`config.mk`:
```
export PLATFORM = sky130hd
export DESIGN_NAME = grant_hold_arbiter
export DESIGN_NICKNAME = d
export VERILOG_FILES = /design/src/rtl/gha_pkg.sv /design/src/rtl/gha_rst_sync.sv /design/src/rtl/gha_cfg_decode.sv /design/src/rtl/gha_hold_timer.sv /design/src/rtl/gha_rr_pick.sv /design/src/rtl/grant_hold_arbiter.sv
export SDC_FILE = /design/constraint.sdc
export NUM_CORES = 1
export LEC_CHECK = 0
export ABC_AREA = 1
export CORE_ASPECT_RATIO = 0.5
export CORE_MARGIN = 3
export CORE_UTILIZATION = 66
export CTS_BUF_LIST = sky130_fd_sc_hd__clkbuf_8
export DETAILED_ROUTE_END_ITERATION = 16
export GPL_TIMING_DRIVEN = 0
export HOLD_SLACK_MARGIN = 0.15
export MAX_ROUTING_LAYER = met4
export PLACE_DENSITY = 0.95
export SYNTH_ARGS = -nofsm -noshare
export SYNTH_HDL_FRONTEND = slang
export SYNTH_HIERARCHICAL = 1
export SYNTH_SLANG_ARGS = --single-unit
```
`constraint.sdc`:
```
create_clock -name clk -period 1.9 [get_ports clk]
set_input_delay 0.38 -clock clk [delete_from_list [all_inputs] [get_ports clk]]
set_output_delay 0.38 -clock clk [all_outputs]
set_load 0.02 [all_outputs]
```
`src/rtl/gha_pkg.sv`:
```
package gha_pkg;

  typedef enum logic [1:0] {
    ST_IDLE = 2'd0,
    ST_BUSY = 2'd1,
    ST_HOLD = 2'd2,
    ST_PARK = 2'd3
  } arb_state_e;

  // Hold code c (legal range MIN..MAX) selects 2^(c + SHIFT_OFS) clocks.
  localparam int unsigned HOLD_CODE_W    = 3;
  localparam int unsigned HOLD_CODE_MIN  = 1;
  localparam int unsigned HOLD_CODE_MAX  = 5;
  localparam int unsigned HOLD_SHIFT_OFS = 3;
  localparam int unsigned HOLD_CNT_W     = HOLD_CODE_MAX + HOLD_SHIFT_OFS + 1;

endpackage

```
`src/rtl/gha_rst_sync.sv`:
```
module gha_rst_sync #(
  parameter int unsigned STAGES = 2
) (
  input  logic clk,
  input  logic rst_n,
  output logic rst_sync_n
);

  logic [STAGES-1:0] sync_q;
  logic [STAGES-1:0] sync_d;

  always_comb begin
    sync_d = {sync_q[STAGES-2:0], 1'b1};
  end

  always_ff @(posedge clk or negedge rst_n) begin
    if (!rst_n) begin
      sync_q <= '0;
    end else begin
      sync_q <= sync_d;
    end
  end

  assign rst_sync_n = sync_q[STAGES-1];

endmodule

```
`src/rtl/gha_cfg_decode.sv`:
```
module gha_cfg_decode #(
  parameter int unsigned CODE_W    = gha_pkg::HOLD_CODE_W,
  parameter int unsigned CNT_W     = gha_pkg::HOLD_CNT_W,
  parameter int unsigned CODE_MIN  = gha_pkg::HOLD_CODE_MIN,
  parameter int unsigned CODE_MAX  = gha_pkg::HOLD_CODE_MAX,
  parameter int unsigned SHIFT_OFS = gha_pkg::HOLD_SHIFT_OFS
) (
  input  logic              clk,
  input  logic              rst_n,
  input  logic [CODE_W-1:0] code_i,
  output logic              legal_o,
  output logic [CNT_W-1:0]  len_o,
  output logic              err_o
);

  logic err_q;
  logic err_en;

  always_comb begin
    legal_o = (32'(code_i) >= CODE_MIN) && (32'(code_i) <= CODE_MAX);
    len_o   = legal_o ? (CNT_W'(1) << (32'(code_i) + SHIFT_OFS)) : '0;
    err_en  = !legal_o && !err_q;
  end

  always_ff @(posedge clk or negedge rst_n) begin
    if (!rst_n) begin
      err_q <= 1'b0;
    end else if (err_en) begin
      err_q <= 1'b1;
    end
  end

  assign err_o = err_q;

  // flag stays set once raised
  p_err_sticky_r4: assert property (@(posedge clk) disable iff (!rst_n)
    err_q |=> err_q);

  // an illegal code raises the flag on the next clock
  p_err_set_r4: assert property (@(posedge clk) disable iff (!rst_n)
    !legal_o |=> err_q);

endmodule

```
`src/rtl/gha_hold_timer.sv`:
```
module gha_hold_timer #(
  parameter int unsigned CNT_W = gha_pkg::HOLD_CNT_W
) (
  input  logic             clk,
  input  logic             rst_n,
  input  logic             load_i,
  input  logic [CNT_W-1:0] load_val_i,
  input  logic             run_i,
  output logic             expire_o
);

  logic [CNT_W-1:0] cnt_q;
  logic [CNT_W-1:0] cnt_d;
  logic             cnt_en;

  always_comb begin
    cnt_en = load_i || (run_i && (cnt_q != '0));
    cnt_d  = load_i ? load_val_i : (cnt_q - CNT_W'(1));
  end

  always_ff @(posedge clk or negedge rst_n) begin
    if (!rst_n) begin
      cnt_q <= '0;
    end else if (cnt_en) begin
      cnt_q <= cnt_d;
    end
  end

  assign expire_o = (cnt_q == CNT_W'(1));

  // a load takes the full coded length
  p_load_len_r3: assert property (@(posedge clk) disable iff (!rst_n)
    load_i |=> (cnt_q == $past(load_val_i)));

  // each running clock takes exactly one count off
  p_count_step_r3: assert property (@(posedge clk) disable iff (!rst_n)
    (run_i && !load_i && (cnt_q != '0)) |=> (cnt_q == $past(cnt_q) - CNT_W'(1)));

endmodule

```
`src/rtl/gha_rr_pick.sv`:
```
module gha_rr_pick #(
  parameter int unsigned NUM_REQ = 10,
  parameter int unsigned IDX_W   = 4
) (
  input  logic [NUM_REQ-1:0] req_i,
  input  logic [IDX_W-1:0]   last_i,
  output logic               any_o,
  output logic [IDX_W-1:0]   pick_o
);

  always_comb begin
    int unsigned idx;
    any_o  = 1'b0;
    pick_o = '0;
    for (int unsigned k = 0; k < NUM_REQ; k++) begin
      idx = 32'(last_i) + 1 + k;
      if (idx >= NUM_REQ) begin
        idx = idx - NUM_REQ;
      end
      if (!any_o && req_i[idx]) begin
        any_o  = 1'b1;
        pick_o = IDX_W'(idx);
      end
    end
  end

endmodule

```
`src/rtl/grant_hold_arbiter.sv`:
```
module grant_hold_arbiter
  import gha_pkg::*;
#(
  parameter int unsigned NUM_REQ    = 10,
  parameter int unsigned PARK_IDX   = 0,
  parameter int unsigned CODE_W     = HOLD_CODE_W,
  parameter int unsigned RST_STAGES = 2
) (
  input  logic               clk,
  input  logic               rst_n,
  input  logic [NUM_REQ-1:0] req_i,
  input  logic               xfer_done_i,
  input  logic [CODE_W-1:0]  cfg_hold_code_i,
  input  logic [NUM_REQ-1:0] cfg_hold_mask_i,
  input  logic               cfg_park_en_i,
  output logic [NUM_REQ-1:0] gnt_o,
  output logic               cfg_err_o
);

  localparam int unsigned IDX_W = (NUM_REQ > 1) ? $clog2(NUM_REQ) : 1;
  localparam int unsigned CNT_W = HOLD_CNT_W;
  localparam logic [IDX_W-1:0] PARK_ID  = IDX_W'(PARK_IDX);
  localparam logic [IDX_W-1:0] LAST_RST = IDX_W'(NUM_REQ - 1);

  logic rst_sync_n;

  arb_state_e         state_q, state_d;
  logic [IDX_W-1:0]   owner_q, owner_d;
  logic [IDX_W-1:0]   last_q, last_d;
  logic [NUM_REQ-1:0] gnt_q, gnt_d;
  logic               sel_en;

  logic               rr_any;
  logic [IDX_W-1:0]   rr_pick;
  logic               code_legal;
  logic [CNT_W-1:0]   hold_len;
  logic               tmr_load, tmr_run, tmr_expire;
  logic               hold_ok, owner_req, grant_on_d;

  gha_rst_sync #(.STAGES(RST_STAGES)) u_rst_sync (
    .clk        (clk),
    .rst_n      (rst_n),
    .rst_sync_n (rst_sync_n)
  );

  gha_cfg_decode #(
    .CODE_W    (CODE_W),
    .CNT_W     (CNT_W),
    .CODE_MIN  (HOLD_CODE_MIN),
    .CODE_MAX  (HOLD_CODE_MAX),
    .SHIFT_OFS (HOLD_SHIFT_OFS)
  ) u_cfg (
    .clk     (clk),
    .rst_n   (rst_sync_n),
    .code_i  (cfg_hold_code_i),
    .legal_o (code_legal),
    .len_o   (hold_len),
    .err_o   (cfg_err_o)
  );

  gha_rr_pick #(.NUM_REQ(NUM_REQ), .IDX_W(IDX_W)) u_rr (
    .req_i  (req_i),
    .last_i (last_q),
    .any_o  (rr_any),
    .pick_o (rr_pick)
  );

  gha_hold_timer #(.CNT_W(CNT_W)) u_tmr (
    .clk        (clk),
    .rst_n      (rst_sync_n),
    .load_i     (tmr_load),
    .load_val_i (hold_len),
    .run_i      (tmr_run),
    .expire_o   (tmr_expire)
  );

  assign owner_req = req_i[owner_q];
  assign hold_ok   = cfg_hold_mask_i[owner_q] && code_legal;

  // Next-state logic
  always_comb begin
    state_d  = state_q;
    owner_d  = owner_q;
    last_d   = last_q;
    tmr_load = 1'b0;
    tmr_run  = 1'b0;
    unique case (state_q)
      ST_IDLE: begin
        if (rr_any) begin
          state_d = ST_BUSY;
          owner_d = rr_pick;
          last_d  = rr_pick;
        end else if (cfg_park_en_i) begin
          state_d = ST_PARK;
          owner_d = PARK_ID;
        end
      end
      ST_BUSY: begin
        if (xfer_done_i) begin
          if (hold_ok) begin
            state_d  = ST_HOLD;
            tmr_load = 1'b1;
          end else begin
            state_d = ST_IDLE;
          end
        end
      end
      ST_HOLD: begin
        if (owner_req) begin
          state_d = ST_BUSY;
        end else if (tmr_expire) begin
          state_d = ST_IDLE;
        end else begin
          tmr_run = 1'b1;
        end
      end
      ST_PARK: begin
        if (req_i[PARK_IDX]) begin
          state_d = ST_BUSY;
          last_d  = PARK_ID;
        end else if (rr_any || !cfg_park_en_i) begin
          state_d = ST_IDLE;
        end
      end
      default: state_d = ST_IDLE;
    endcase
  end

  assign grant_on_d = (state_d != ST_IDLE);
  assign sel_en     = (state_q == ST_IDLE) || (state_q == ST_PARK);

  for (genvar g = 0; g < NUM_REQ; g++) begin : g_gnt
    assign gnt_d[g] = grant_on_d && (owner_d == IDX_W'(g));
  end

  // Registers
  always_ff @(posedge clk or negedge rst_sync_n) begin
    if (!rst_sync_n) begin
      state_q <= ST_IDLE;
      gnt_q   <= '0;
    end else begin
      state_q <= state_d;
      gnt_q   <= gnt_d;
    end
  end

  always_ff @(posedge clk or negedge rst_sync_n) begin
    if (!rst_sync_n) begin
      owner_q <= '0;
      last_q  <= LAST_RST;
    end else if (sel_en) begin
      owner_q <= owner_d;
      last_q  <= last_d;
    end
  end

  assign gnt_o = gnt_q;

  // never more than one grant
  p_gnt_onehot_r1: assert property (@(posedge clk) disable iff (!rst_sync_n)
    $onehot0(gnt_q));

  // no grant while reset is held
  always @(posedge clk) begin
    if (rst_sync_n == 1'b0) begin
      a_rst_gnt_r1: assert (gnt_q == '0);
    end
  end

  // the scan only ever returns a requesting index
  p_pick_valid_r2: assert property (@(posedge clk) disable iff (!rst_sync_n)
    rr_any |-> req_i[rr_pick]);

  // a finished transaction without hold releases the bus next clock
  p_nohold_release_r5: assert property (@(posedge clk) disable iff (!rst_sync_n)
    ((state_q == ST_BUSY) && xfer_done_i && !hold_ok) |=> (gnt_q == '0));

  // a running hold window keeps the grant where it is
  p_hold_keep_r7: assert property (@(posedge clk) disable iff (!rst_sync_n)
    ((state_q == ST_HOLD) && !tmr_expire) |=> $stable(gnt_q));

  // a grant either stays or drops, never jumps to another requestor
  p_no_direct_switch_r8: assert property (@(posedge clk) disable iff (!rst_sync_n)
    (gnt_q != '0) |=> ((gnt_q == '0) || $stable(gnt_q)));

  // idle with parking on and nothing pending parks on the default index
  p_park_on_r9: assert property (@(posedge clk) disable iff (!rst_sync_n)
    ((state_q == ST_IDLE) && !rr_any && cfg_park_en_i) |=> gnt_q[PARK_IDX]);

  // idle with parking off drives no grant
  p_park_off_r9: assert property (@(posedge clk) disable iff (!rst_sync_n)
    ((state_q == ST_IDLE) && !rr_any && !cfg_park_en_i) |=> (gnt_q == '0));

  // the parked requestor takes the bus without a gap
  p_park_take_r10: assert property (@(posedge clk) disable iff (!rst_sync_n)
    ((state_q == ST_PARK) && req_i[PARK_IDX]) |=> $stable(gnt_q));

endmodule

```
==> results of run 1 <==
-- cells by family after synthesis --
group,Yosys count
buffers and inverters,149
xor gates and xnor gates,14
adders and majority gates,35
other,2
DFF,32
AOI/OAI and AO/OA,86
and+or+nand+nor,465
-- metrics by stage --
stage / area [um^2] / TNS (ns)
3_3_place_gp: 5416 / -52.44
3_5_place_dp: 5416 / -54.62
2_1_floorplan: 4936 / -35.39
==> impl_metrics.yaml, run 1 <==
run_status:
  status: "did not finish"
  haltStage: "clock tree synthesis (4_1_cts)"
  stop_error: "[ERROR DPL-0033] detailed placement checks failed during check placement."
synthesis:
  synth_common_cells: "nand2_1 (241), inv_1 (131), nand3_1 (92), nor2_1 (54), o21ai_0 (49)"
  synth_compound_area_share_pct: 10.50
  synth_most_common_cell: "nand2_1"
  synth_fa_ha_area_share_pct: 9.452
  muxShareOfSynthArea_pct: 0
  synth-edff-count: 0
  syn_inst: 783
  async_flop_share_pct: 100.0
  syn-mean-instance-area_um2: 5.917
  ys_ff_latch: 32
  synth_area_leaders: "nand2_1 (20%), dfrtp_1 (16%), inv_1 (11%), nand3_1 (9.9%), ha_1 (9.5%)"
  synth_area_leader_cell: "nand2_1"
  yosys.area.top_type_share_pct: 19.52
  yosysSeqAreaShare_pct: 17.34
  ys_warn_count: 6
  synth_xor_area_share_pct: 2.809
  ys_types: 47
  synthSimpleGateAreaFrac_pct: 46.31
  syn_area_mm2: 0.004633
  ys.flop_type: "dfrtp_1"
  synth_top_family_by_area: "simple AND/OR/NAND/NOR gates"
clock_tree:
  htreeDepth: 2
  clkSinkCount: 32
  numCtsBuffers: 5
  cts_max_path_buffers: 2
  cts_root_buffer: "clkbuf_8"
  post_cts_buffers: 47
  post_cts_resized: 118
  ctsHoldBuffers: 0
die:
  io_pins: 38
  die_y_um: 65.25
  start_util_pct: 72.04
  row_count: 20
  fp.dieW_um: 124.5
place:
  io_buffer_count: 37
  dp_hpwl_um: 10330
  placed_cells: 911
  finalWeightedCongestion: 1.068
  place_ws_ns: -2.658
==> run 2, diff against run 1 <==
--- a/config.mk
+++ b/config.mk
@@ -6,15 +6,11 @@
 export NUM_CORES = 1
 export LEC_CHECK = 0
 export ABC_AREA = 1
-export CORE_ASPECT_RATIO = 0.5
 export CORE_MARGIN = 3
-export CORE_UTILIZATION = 66
-export CTS_BUF_LIST = sky130_fd_sc_hd__clkbuf_8
+export CORE_UTILIZATION = 40
 export DETAILED_ROUTE_END_ITERATION = 16
 export GPL_TIMING_DRIVEN = 0
-export HOLD_SLACK_MARGIN = 0.15
-export MAX_ROUTING_LAYER = met4
-export PLACE_DENSITY = 0.95
+export PLACE_DENSITY_LB_ADDON = 0.15
 export SYNTH_ARGS = -nofsm -noshare
 export SYNTH_HDL_FRONTEND = slang
 export SYNTH_HIERARCHICAL = 1
==> run 2 against run 1 <==
Synthesized cell count unchanged. Synthesized area stayed put. The flow now finishes, with violations (setup timing).
==> impl_metrics.yaml, run 2 <==
run_status:
  status: "finished with violations"
  violations: "setup timing"
synthesis:
  ys_types: 47
  synth_xor_area_share_pct: 2.809
  syn_area_mm2: 0.004633
  synth_common_cells: "nand2_1 (241), inv_1 (131), nand3_1 (92), nor2_1 (54), o21ai_0 (49)"
  synthSimpleGateAreaFrac_pct: 46.31
  yosysSeqAreaShare_pct: 17.34
  ys.flop_type: "dfrtp_1"
  async_flop_share_pct: 100.0
  muxShareOfSynthArea_pct: 0
  synth_fa_ha_area_share_pct: 9.452
  synth_most_common_cell: "nand2_1"
  synth_compound_area_share_pct: 10.50
  ys_ff_latch: 32
  syn_inst: 783
  synth_area_leaders: "nand2_1 (20%), dfrtp_1 (16%), inv_1 (11%), nand3_1 (9.9%), ha_1 (9.5%)"
  synth-edff-count: 0
  ys_warn_count: 6
  yosys.area.top_type_share_pct: 19.52
  syn-mean-instance-area_um2: 5.917
  synth_top_family_by_area: "simple AND/OR/NAND/NOR gates"
  synth_area_leader_cell: "nand2_1"
sta:
  max_freq_mhz: 237.9
  grt_setup_unrepaired: "true"
  fin_crit_sh_pct: 221.2
  finClkSkew_ns: 0.004886
  slew_viol_final: 0
  fin_crit_ns: 4.203
  slew_headroom_pct: 56.56
  fin_ws_ns: -2.303
  setup_viol: 20
  hold_violations: 0
  tightest_slew_ns: 0.6448
worst_setup_path:
  cp.required_ns: 2.13
  cp.arrival_ns: 4.43
  cp_max_fo: 8
  max_stage_delay_ns: 0.56
  slowest_stage: "dfstp_2"
  crit_path_start: "last_q[0]"
  crit_path_start_kind: "flop"
  crit_path_frequent_cell: "nand2_4"
  critPathKind: "flop to flop"
  r2r-start: "last_q[0]"
  end_kind: "flop"
route:
  ant_nets: 0
  dr_total_vias: 5479
  routed_wl_um: 14850
  first_pass_iters: 5
  drc_errors: 0
  wl_per_cell_um: 14.25
  viasPerCell: 5.258
  dr.first_iter.drc_count: 371
die:
  row_count: 38
  die_y_um: 113.6
  die_area_mm2: 0.01291
  core_area_mm2: 0.01108
  io_pins: 38
  fp.dieW_um: 113.6
  start_util_pct: 41.82
grt:
  grt_use_total_pct: 21.43
  antenna_found_initial: 0
  grt_pass1_wl_um: 22830
  grt_start_max_net_pins: 31
  grt_overflow_total: 0
  grt_pass1_vias: 4912
clock_tree:
  ctsHoldBuffers: 0
  clkSinkCount: 32
  cts_root_buffer: "clkbuf_16"
  clkTransAtPathRegs_ns: 0.05
  htreeDepth: 2
  cts_tree: "built"
  clk_latency_ns: 0.28
  numCtsBuffers: 5
  cts_max_path_buffers: 2
finish:
  nets: 963
  utilization_pct: 62.40
  layout_common_cells: "nand2_1 (204), inv_1 (110), nand3_1 (72)"
  mostFrequentLayoutCell: "nand2_1"
  n_antenna_cell: 0
  largest_register_ff_count: 10
  syn_to_final_growth_pct: 49.20
  drive_above_1_share_pct: 32.26
job:
  max-cap-violations: 0
place:
  finalWeightedCongestion: 0.9320
  io_buffer_count: 37
  dp_hpwl_um: 10460
worst_hold_path:
  hold_class: "input pin to async pin"
## run 2: cell counts after synthesis
No cell type changed its count.
## run 2: cells by family (layout without fill, tap and decap cells)
logic type,after synthesis,count (layout)
buffers and inverters,149,264
XOR/XNOR,14,14
other,2,5
AND/OR/NAND/NOR,465,466
adder cells (fa/ha/maj),35,35
flip-flops,32,32
AO/OA/AOI/OAI,86,86
## run 2: worst paths after layout
| path | to | slack (ns) | cells after the start |
|---|---|---|---|
| min reg2reg | gnt_o[1] | 0.26 | 0 |
| min in group clk | u_rst_sync/sync_q[1] | 0.36 | 0 |
| max in group asynchronous | u_tmr/cnt_q[4] | 1.11 | 1 |
| min | u_rst_sync/sync_q[0] | 0.25 | 1 |
| max | gnt_o[0] | -2.30 | 30 |
| max reg2reg | gnt_o[0] | -2.30 | 30 |
## run 2: what timing repair did
item | in CTS | in global routing
cloned | 1 | 0
resized for setup | 81 | 102
pin swaps | 48 | 39
endpoints found under the setup margin | 29 | 29
buffers inserted | 35 | 34
## run 2: worst max-delay path: cells and delay by family, from the launching register on
kind	cells	cell delay, ns
AND/OR/NAND/NOR	18	2.15
AO/OA/AOI/OAI	2	0.16
flip-flops	1	0.56
buffers and inverters	7	0.77
XOR/XNOR	1	0.11
adder cells (fa/ha/maj)	2	0.39
## run 2: cell type report
cell class	count	area [um^2]
flip-flops and latches	32	809.5
well taps	140	175.2
fillers	984	4165
multi-input cells	606	4113
clock inverters	3	42.54
repair buffers	107	949.7
clock buffers	5	125.1
plain buffers	12	120.1
inverters	137	578.1
## run 2: through the flow
| stage | instance area [um^2] | setup slack [ns] | instances | setup TNS (ns) | hold slack, ns |
|---|---|---|---|---|---|
| after floorplan | 4936 | -1.855 | 786 | -35.39 | 0.08441 |
| after global placement | 5482 | -2.600 | 963 | -55.05 | 0.3424 |
| after detailed placement | 5482 | -2.685 | 963 | -57.53 | 0.3471 |
| after CTS | 6223 | -2.176 | 1007 | -41.22 | 0.2507 |
| after global routing | 6913 | -2.561 | 1042 | -48.53 | 0.2452 |
| final | 6913 | -2.303 | 1042 | -44.04 | 0.2532 |
## run 2: layer usage
layer	vias up	part of all wire, %	global-route usage [%]
met3	38	4.2	3.448
met2	133	49	36.00
met1	2580	44	28.33
met5	-	0	0
li1	2728	-	-
met4	0	2.8	6.410
Power of run 2 is left out: the tool's default activity adds up to more than one toggle a clock period on the data nets, which glitch-free logic cannot reach.
